==> src/rtl/vecgen_pkg.sv <==
package vecgen_pkg;

   // Default geometry: 512 pages of 128 words in a 64K-word space.
   localparam int unsigned DEF_PAGE_W     = 9;
   localparam int unsigned DEF_SLOT_W     = 5;
   localparam int unsigned DEF_WORD_SHIFT = 2;

   // Width of a vector address for a given geometry.
   function automatic int unsigned addr_width(input int unsigned page_w,
                                              input int unsigned slot_w,
                                              input int unsigned word_shift);
      return page_w + slot_w + word_shift;
   endfunction

   // Number of low address bits inside one page.
   function automatic int unsigned page_offset_bits(input int unsigned slot_w,
                                                    input int unsigned word_shift);
      return slot_w + word_shift;
   endfunction

endpackage

==> src/rtl/vecgen_page_reg.sv <==
module vecgen_page_reg #(
   parameter int unsigned PAGE_W = vecgen_pkg::DEF_PAGE_W
) (
   input  logic              clk,
   input  logic              rst_n,
   input  logic              wr_en,
   input  logic [PAGE_W-1:0] wr_data,
   output logic [PAGE_W-1:0] page
);

   localparam logic [PAGE_W-1:0] RESET_PAGE = '1;

   if (PAGE_W < 1 || PAGE_W > 24) begin : g_bad_page_w
      $error("vecgen_page_reg: PAGE_W out of range");
   end

   logic [PAGE_W-1:0] page_q;

   always_ff @(posedge clk or negedge rst_n) begin
      if (!rst_n) begin
         page_q <= RESET_PAGE;
      end else if (wr_en) begin
         page_q <= wr_data;
      end
   end

   assign page = page_q;

endmodule

==> src/rtl/vecgen_addr_calc.sv <==
module vecgen_addr_calc #(
   parameter int unsigned PAGE_W     = vecgen_pkg::DEF_PAGE_W,
   parameter int unsigned SLOT_W     = vecgen_pkg::DEF_SLOT_W,
   parameter int unsigned WORD_SHIFT = vecgen_pkg::DEF_WORD_SHIFT,
   parameter bit          USE_ADDER  = 1'b0,
   localparam int unsigned ADDR_W    = vecgen_pkg::addr_width(PAGE_W, SLOT_W, WORD_SHIFT)
) (
   input  logic [PAGE_W-1:0] page,
   input  logic [SLOT_W-1:0] num,
   input  logic              hwrst,
   output logic [ADDR_W-1:0] addr
);

   localparam int unsigned OFS_W = vecgen_pkg::page_offset_bits(SLOT_W, WORD_SHIFT);
   localparam logic [PAGE_W-1:0] RESET_PAGE = '1;
   localparam logic [SLOT_W-1:0] RESET_SLOT = '0;

   if (SLOT_W < 1) begin : g_bad_slot_w
      $error("vecgen_addr_calc: SLOT_W must be at least 1");
   end
   if (ADDR_W > 32) begin : g_bad_addr_w
      $error("vecgen_addr_calc: address wider than 32 bits");
   end

   // A hardware-reset request overrides both the page and the slot.
   logic [PAGE_W-1:0] eff_page;
   logic [SLOT_W-1:0] eff_num;

   always_comb begin
      eff_page = hwrst ? RESET_PAGE : page;
      eff_num  = hwrst ? RESET_SLOT : num;
   end

   if (USE_ADDER) begin : g_adder
      logic [ADDR_W-1:0] base;
      logic [ADDR_W-1:0] offset;
      always_comb begin
         base   = {eff_page, {OFS_W{1'b0}}};
         offset = ADDR_W'({eff_num, {WORD_SHIFT{1'b0}}});
         addr   = base + offset;
      end
   end else begin : g_concat
      if (WORD_SHIFT > 0) begin : g_shift
         assign addr = {eff_page, eff_num, {WORD_SHIFT{1'b0}}};
      end else begin : g_noshift
         assign addr = {eff_page, eff_num};
      end
   end

endmodule

==> src/rtl/vecgen_out_stage.sv <==
module vecgen_out_stage #(
   parameter int unsigned ADDR_W = 16
) (
   input  logic              clk,
   input  logic              rst_n,
   input  logic              in_valid,
   input  logic [ADDR_W-1:0] in_addr,
   output logic              out_valid,
   output logic [ADDR_W-1:0] out_addr
);

   logic              valid_q;
   logic [ADDR_W-1:0] addr_q;

   always_ff @(posedge clk or negedge rst_n) begin
      if (!rst_n) begin
         valid_q <= 1'b0;
         addr_q  <= '0;
      end else begin
         valid_q <= in_valid;
         if (in_valid) begin
            addr_q <= in_addr;
         end
      end
   end

   assign out_valid = valid_q;
   assign out_addr  = addr_q;

endmodule

==> src/rtl/vector_addr_gen.sv <==
module vector_addr_gen #(
   parameter int unsigned PAGE_W     = vecgen_pkg::DEF_PAGE_W,
   parameter int unsigned SLOT_W     = vecgen_pkg::DEF_SLOT_W,
   parameter int unsigned WORD_SHIFT = vecgen_pkg::DEF_WORD_SHIFT,
   parameter bit          USE_ADDER  = 1'b0,
   localparam int unsigned ADDR_W    = vecgen_pkg::addr_width(PAGE_W, SLOT_W, WORD_SHIFT)
) (
   input  logic              clk,
   input  logic              rst_n,
   input  logic              ptr_wr,
   input  logic [PAGE_W-1:0] ptr_wdata,
   input  logic              req_valid,
   input  logic [SLOT_W-1:0] req_num,
   input  logic              req_hwrst,
   output logic              vec_valid,
   output logic [ADDR_W-1:0] vec_addr
);

   logic [PAGE_W-1:0] page_q;
   logic [ADDR_W-1:0] next_addr;

   vecgen_page_reg #(
      .PAGE_W (PAGE_W)
   ) u_page (
      .clk     (clk),
      .rst_n   (rst_n),
      .wr_en   (ptr_wr),
      .wr_data (ptr_wdata),
      .page    (page_q)
   );

   vecgen_addr_calc #(
      .PAGE_W     (PAGE_W),
      .SLOT_W     (SLOT_W),
      .WORD_SHIFT (WORD_SHIFT),
      .USE_ADDER  (USE_ADDER)
   ) u_calc (
      .page  (page_q),
      .num   (req_num),
      .hwrst (req_hwrst),
      .addr  (next_addr)
   );

   vecgen_out_stage #(
      .ADDR_W (ADDR_W)
   ) u_out (
      .clk       (clk),
      .rst_n     (rst_n),
      .in_valid  (req_valid),
      .in_addr   (next_addr),
      .out_valid (vec_valid),
      .out_addr  (vec_addr)
   );

endmodule

==> config.mk <==
export PLATFORM = sky130hd
export DESIGN_NAME = vector_addr_gen
export DESIGN_NICKNAME = d
export VERILOG_FILES = /design/src/rtl/vecgen_pkg.sv /design/src/rtl/vecgen_page_reg.sv /design/src/rtl/vecgen_addr_calc.sv /design/src/rtl/vecgen_out_stage.sv /design/src/rtl/vector_addr_gen.sv
export SDC_FILE = /design/constraint.sdc
export NUM_CORES = 1
export LEC_CHECK = 0
export CORE_UTILIZATION = 47
export CTS_CLUSTER_DIAMETER = 50
export DETAILED_ROUTE_END_ITERATION = 7
export PLACE_DENSITY_LB_ADDON = 0.25
export SYNTH_ARGS = -nofsm -noshare
export SYNTH_HDL_FRONTEND = slang
export SYNTH_SLANG_ARGS = --single-unit
export TNS_END_PERCENT = 10
==> constraint.sdc <==
create_clock -name clk -period 1.6 [get_ports clk]
set_input_delay 0.16 -clock clk [delete_from_list [all_inputs] [get_ports clk]]
set_output_delay 0.16 -clock clk [all_outputs]
set_load 0.005 [all_outputs]
=== Word level (Yosys, flattened, before mapping) ===
Index checks and enable logic that the tools add are counted.

* Mux-type cells: 2

{| class="wikitable"
|+ Operators with widths
! operator !! count
|-
| $mux 9 || 1
|-
| $mux 5 || 1
|}

* Flip-flop bits (word level): 24
* Input bits: 19
* Output and inout port bits: 17
* Logic and storage cells: 5

=== Logic depth before layout (Yosys ltp) ===
* Word-level depth: 1
* Depth in mapped cells: 4
* Mapped depth without buffers: 2

=== Modules after synthesis ===
Synthesis repeated with hierarchy kept, for this count alone.

* Cell total of the unflattened synthesis: 72
* Area total of the unflattened synthesis: 1179.9 um^2

{| class="wikitable"
|+ Modules (own cells, without submodules)
! module !! instances !! cells each !! area an instance (um^2) !! sequential area each (um^2)
|-
| vecgen_out_stage || 1 || 35 || 674.4 || 425.4
|-
| vecgen_page_reg || 1 || 19 || 382.9 || 236.5
|-
| vecgen_addr_calc || 1 || 18 || 122.6 || 0.0
|}

=== Least setup slack after synthesis ===
OpenSTA, ideal clock, no wires.

* Path type: reg-to-reg
* From: reg u_page.page_q[3], in the netlist u_page.page[3]
* To: reg u_out.addr_q[10], in the netlist u_out.out_addr[10]
* Setup time: 73 ps
* Data arrival time: 656 ps
* Required time: 1527 ps
* Path slack: 871 ps
* Cell stages (with the launch flop): 3
* Buffers on the path: 0
* Clock period less this slack: 729 ps
* Cells stage by stage: dfstp_2 nor2_1 a21oi_2

* Word-level cells in the longest chain between the ends: 1

{| class="wikitable"
|+ RTL lines
! what !! RTL line !! text
|-
| start: declaration || vecgen_page_reg.sv:17 || <nowiki>logic [PAGE_W-1:0] page_q;</nowiki>
|-
| start signal: assignment || vecgen_page_reg.sv:23 || <nowiki>page_q <= wr_data;</nowiki>
|-
| $mux 9 || vecgen_addr_calc.sv:30 || <nowiki>eff_page = hwrst ? RESET_PAGE : page;</nowiki>
|-
| end signal: assignment || vecgen_out_stage.sv:22 || <nowiki>addr_q <= in_addr;</nowiki>
|-
| end: declaration || vecgen_out_stage.sv:13 || <nowiki>logic [ADDR_W-1:0] addr_q;</nowiki>
|}

Every way passes these cells.
A chain may end at the register's enable or synchronous reset.

=== Worst setup path in the final report ===
* From: reg u_out.addr_q[11], in the netlist u_out.out_addr[11]
* To: out vec_addr[11]

{| class="wikitable"
|+ RTL lines
! what !! RTL line !! text
|-
| end: declaration || vector_addr_gen.sv:16 || <nowiki>output logic [ADDR_W-1:0] vec_addr</nowiki>
|}

No word-level cell between the ends.

==> qor.txt <==
status = complete, no violations
worst voltage drop across the vdd grid = 0.5677 mV
minimum period implied by the final worst setup slack = 1.351 ns
hold-fix buffers at CTS = 0
Largest delay share family, worst path = buffers and inverters
required time worst endpoint = 1.44 ns
post-route ant nets = 0
total number of vias = 691
average wire length per cell after detail routing = 11.48 um
ranking of synthesized cells by instance count = nor2_1, dfrtp_1, dfstp_2, mux2_4, a21oi_2
number of buffers between clock root and the deepest sink = 2
CTS Buf Count = 3
number of storage elements in the synthesis netlist = 24
worst path arrival time = 1.19 ns
input/output buffers = 33
DRC violation count after routing = 0
startpoint type of the worst setup path = register
setup bufs post-CTS = 0
sum of negative setup slack = 0 ns
first-pass iteration count of the detailed router = 4
endpoint class of the critical path = output port
area added between synthesis and finish = 34.70%
longest individual stage delay on the worst path = 0.51 ns
half-perimeter wire length of the detailed placement result = 1220 um
Worst Setup Slack post-DPL = 0.3121 ns
Primary FF master, synth = dfrtp_1
DRC violation total after the first TritonRoute iteration = 9
level count of the clock H-tree = 1
endpoints failing hold = 0
power per cell area = 902.5 nW/um^2
Skew-Pair Late Insertion Delay = 0.30 ns
portion of the clock cycle consumed by the worst path in the final layout = 84.42%
Die Y-Extent = 48.92 um
CP Cell Sequence = clkdlybuf4s50_1
area occupied by multi-input gates = 340.3 um^2
number of enable flip-flop cells after synthesis = 0
Global Route Usage Sum = 15.78%
most area-hungry cell type in the Yosys netlist = dfrtp_1
Total Nets Final = 137
Worst Path Max Fanout = 2
number of gates resized after cts = 0
CTS root buf = clkbuf_4
worst hold-check path type = primary input to async pin
Netlist Area Pre-Place = 1035 um^2
aggregate routed wire length = 1653 um
final antenna diode count = 0
Setup Skew = 0.0003672 ns
CTS Sinks = 24
CTS tree = yes
GP Congestion = 0.6986
fraction of registers with async set/reset = 100.0%
Storage cell area = 611.8 um^2
setup repair after global routing missed its margin = false
width of the die = 48.92 um
fin. max-slew vios = 0
final worst-path setup slack = 0.2493 ns
Filler cells = 144
buffers plus inverters on the worst setup path = 1
static leakage power = 0.5858 nW
critical path type = register to output port
setup violation total in the final timing report = 0
largest net degree at the start of global routing = 30
standard cell core area = 2022 um^2
final worst hold slack = 0.1881 ns
layout cells sized above 1 = 26.50%
number of global-route vias before repair = 617
overflow left after global routing = 0
clock-pin transition on the worst setup and hold timing paths = 0.12 ns
number of top-level pins = 36
mean instance size in the synthesized netlist = 12.47 um^2
cell count after synthesis = 83
register-to-register path setup slack = 0.78 ns
register area share after synthesis = 59.13%
DR vias/cell = 4.799
initial core utilization = 51.18%
overall die area = 2393 um^2
dominant cells by area after synthesis = dfrtp_1, dfstp_2, mux2_4
cell row count = 16
most frequent cell after synthesis = nor2_1
achievable clock frequency = 740.4 MHz
Critical-path top delay cell = clkdlybuf4s50_1
first-pass GRT wire length = 2829 um
number of distinct library cells after synthesis = 12
max-cap viol count = 0
initial antenna violation count = 0
fraction of post-synthesis cell area in the top cell type by area = 36.28%
Warnings, synthesis = 0
[logic make-up after synthesis]
| family | Yosys count | share of synthesized area [%] |
|---|---|---|
| AOI/OAI and AO/OA | 14 | 8.947 |
| other | 1 | 0.3624 |
| DFF | 24 | 59.13 |
| muxes | 9 | 13.06 |
| and+or+nand+nor | 23 | 10.16 |
| buffers and inverters | 12 | 8.343 |
[final cells by class]
cell class | count | share of cell area, %
inverters | 5 | 1.346
repair buffers | 36 | 25.31
flip-flops and latches | 24 | 43.90
well taps | 27 | 2.424
clock buffers | 4 | 2.603
multi-input cells | 48 | 24.42
[layout by cell type (no fill, tap or decap), drive strengths merged]
master	instances
inv	5
dfstp	9
clkdlybuf4s50	33
conb	2
buf	3
a21oi	9
nor2	18
clkbuf	4
dfrtp	15
o21ai	5
mux2	9
nand3b	5
[power by group]
part | internal, W | total, W | switching, W
Sequential | 0.000680 | 0.000712 | 0.0000320
Clock | 0.000139 | 0.000307 | 0.000168
Combinational | 0.000155 | 0.000239 | 0.0000836
Total | 0.000974 | 0.00126 | 0.000284
[metal layers]
layer	vias up	track usage, %	routed length (um)
met5	-	0	0
met4	0	5.882	14
met3	2	4.361	87
met2	25	25.00	767
met1	327	20.66	783
li1	337	-	-
[flip-flops by register name (all words and copies together) (netlist names)]
| register | cells |
|---|---|
| u_out.out_addr | 14 |
| u_out.out_valid | 1 |
| u_page.page | 9 |
[stage by stage]
step	power, W	area [um^2]	utilization (%)	instances
2_1_floorplan	0.0008322	1039	-	84
3_3_place_gp	0.0009570	1358	67.14	140
3_5_place_dp	0.0009658	1358	67.14	140
4_1_cts	0.001280	1394	68.94	144
5_1_grt	0.001323	1394	68.94	144
6_report	0.001258	1394	68.94	144
[path summary, 6_finish.rpt]
| check | cells past startpoint | to | start |
|---|---|---|---|
| min | 2 | u_out.out_addr[5] | rst_n |
| max in group asynchronous | 2 | u_page.page[1] | rst_n |
| max | 1 | vec_addr[11] | u_out.out_addr[11] |
| min in group clk | 3 | u_out.out_addr[5] | req_num[3] |
| max reg2reg | 2 | u_out.out_addr[15] | u_page.page[8] |
| min reg2reg | 2 | u_out.out_addr[5] | u_out.out_addr[5] |
(Power assumes the default switching activity.)
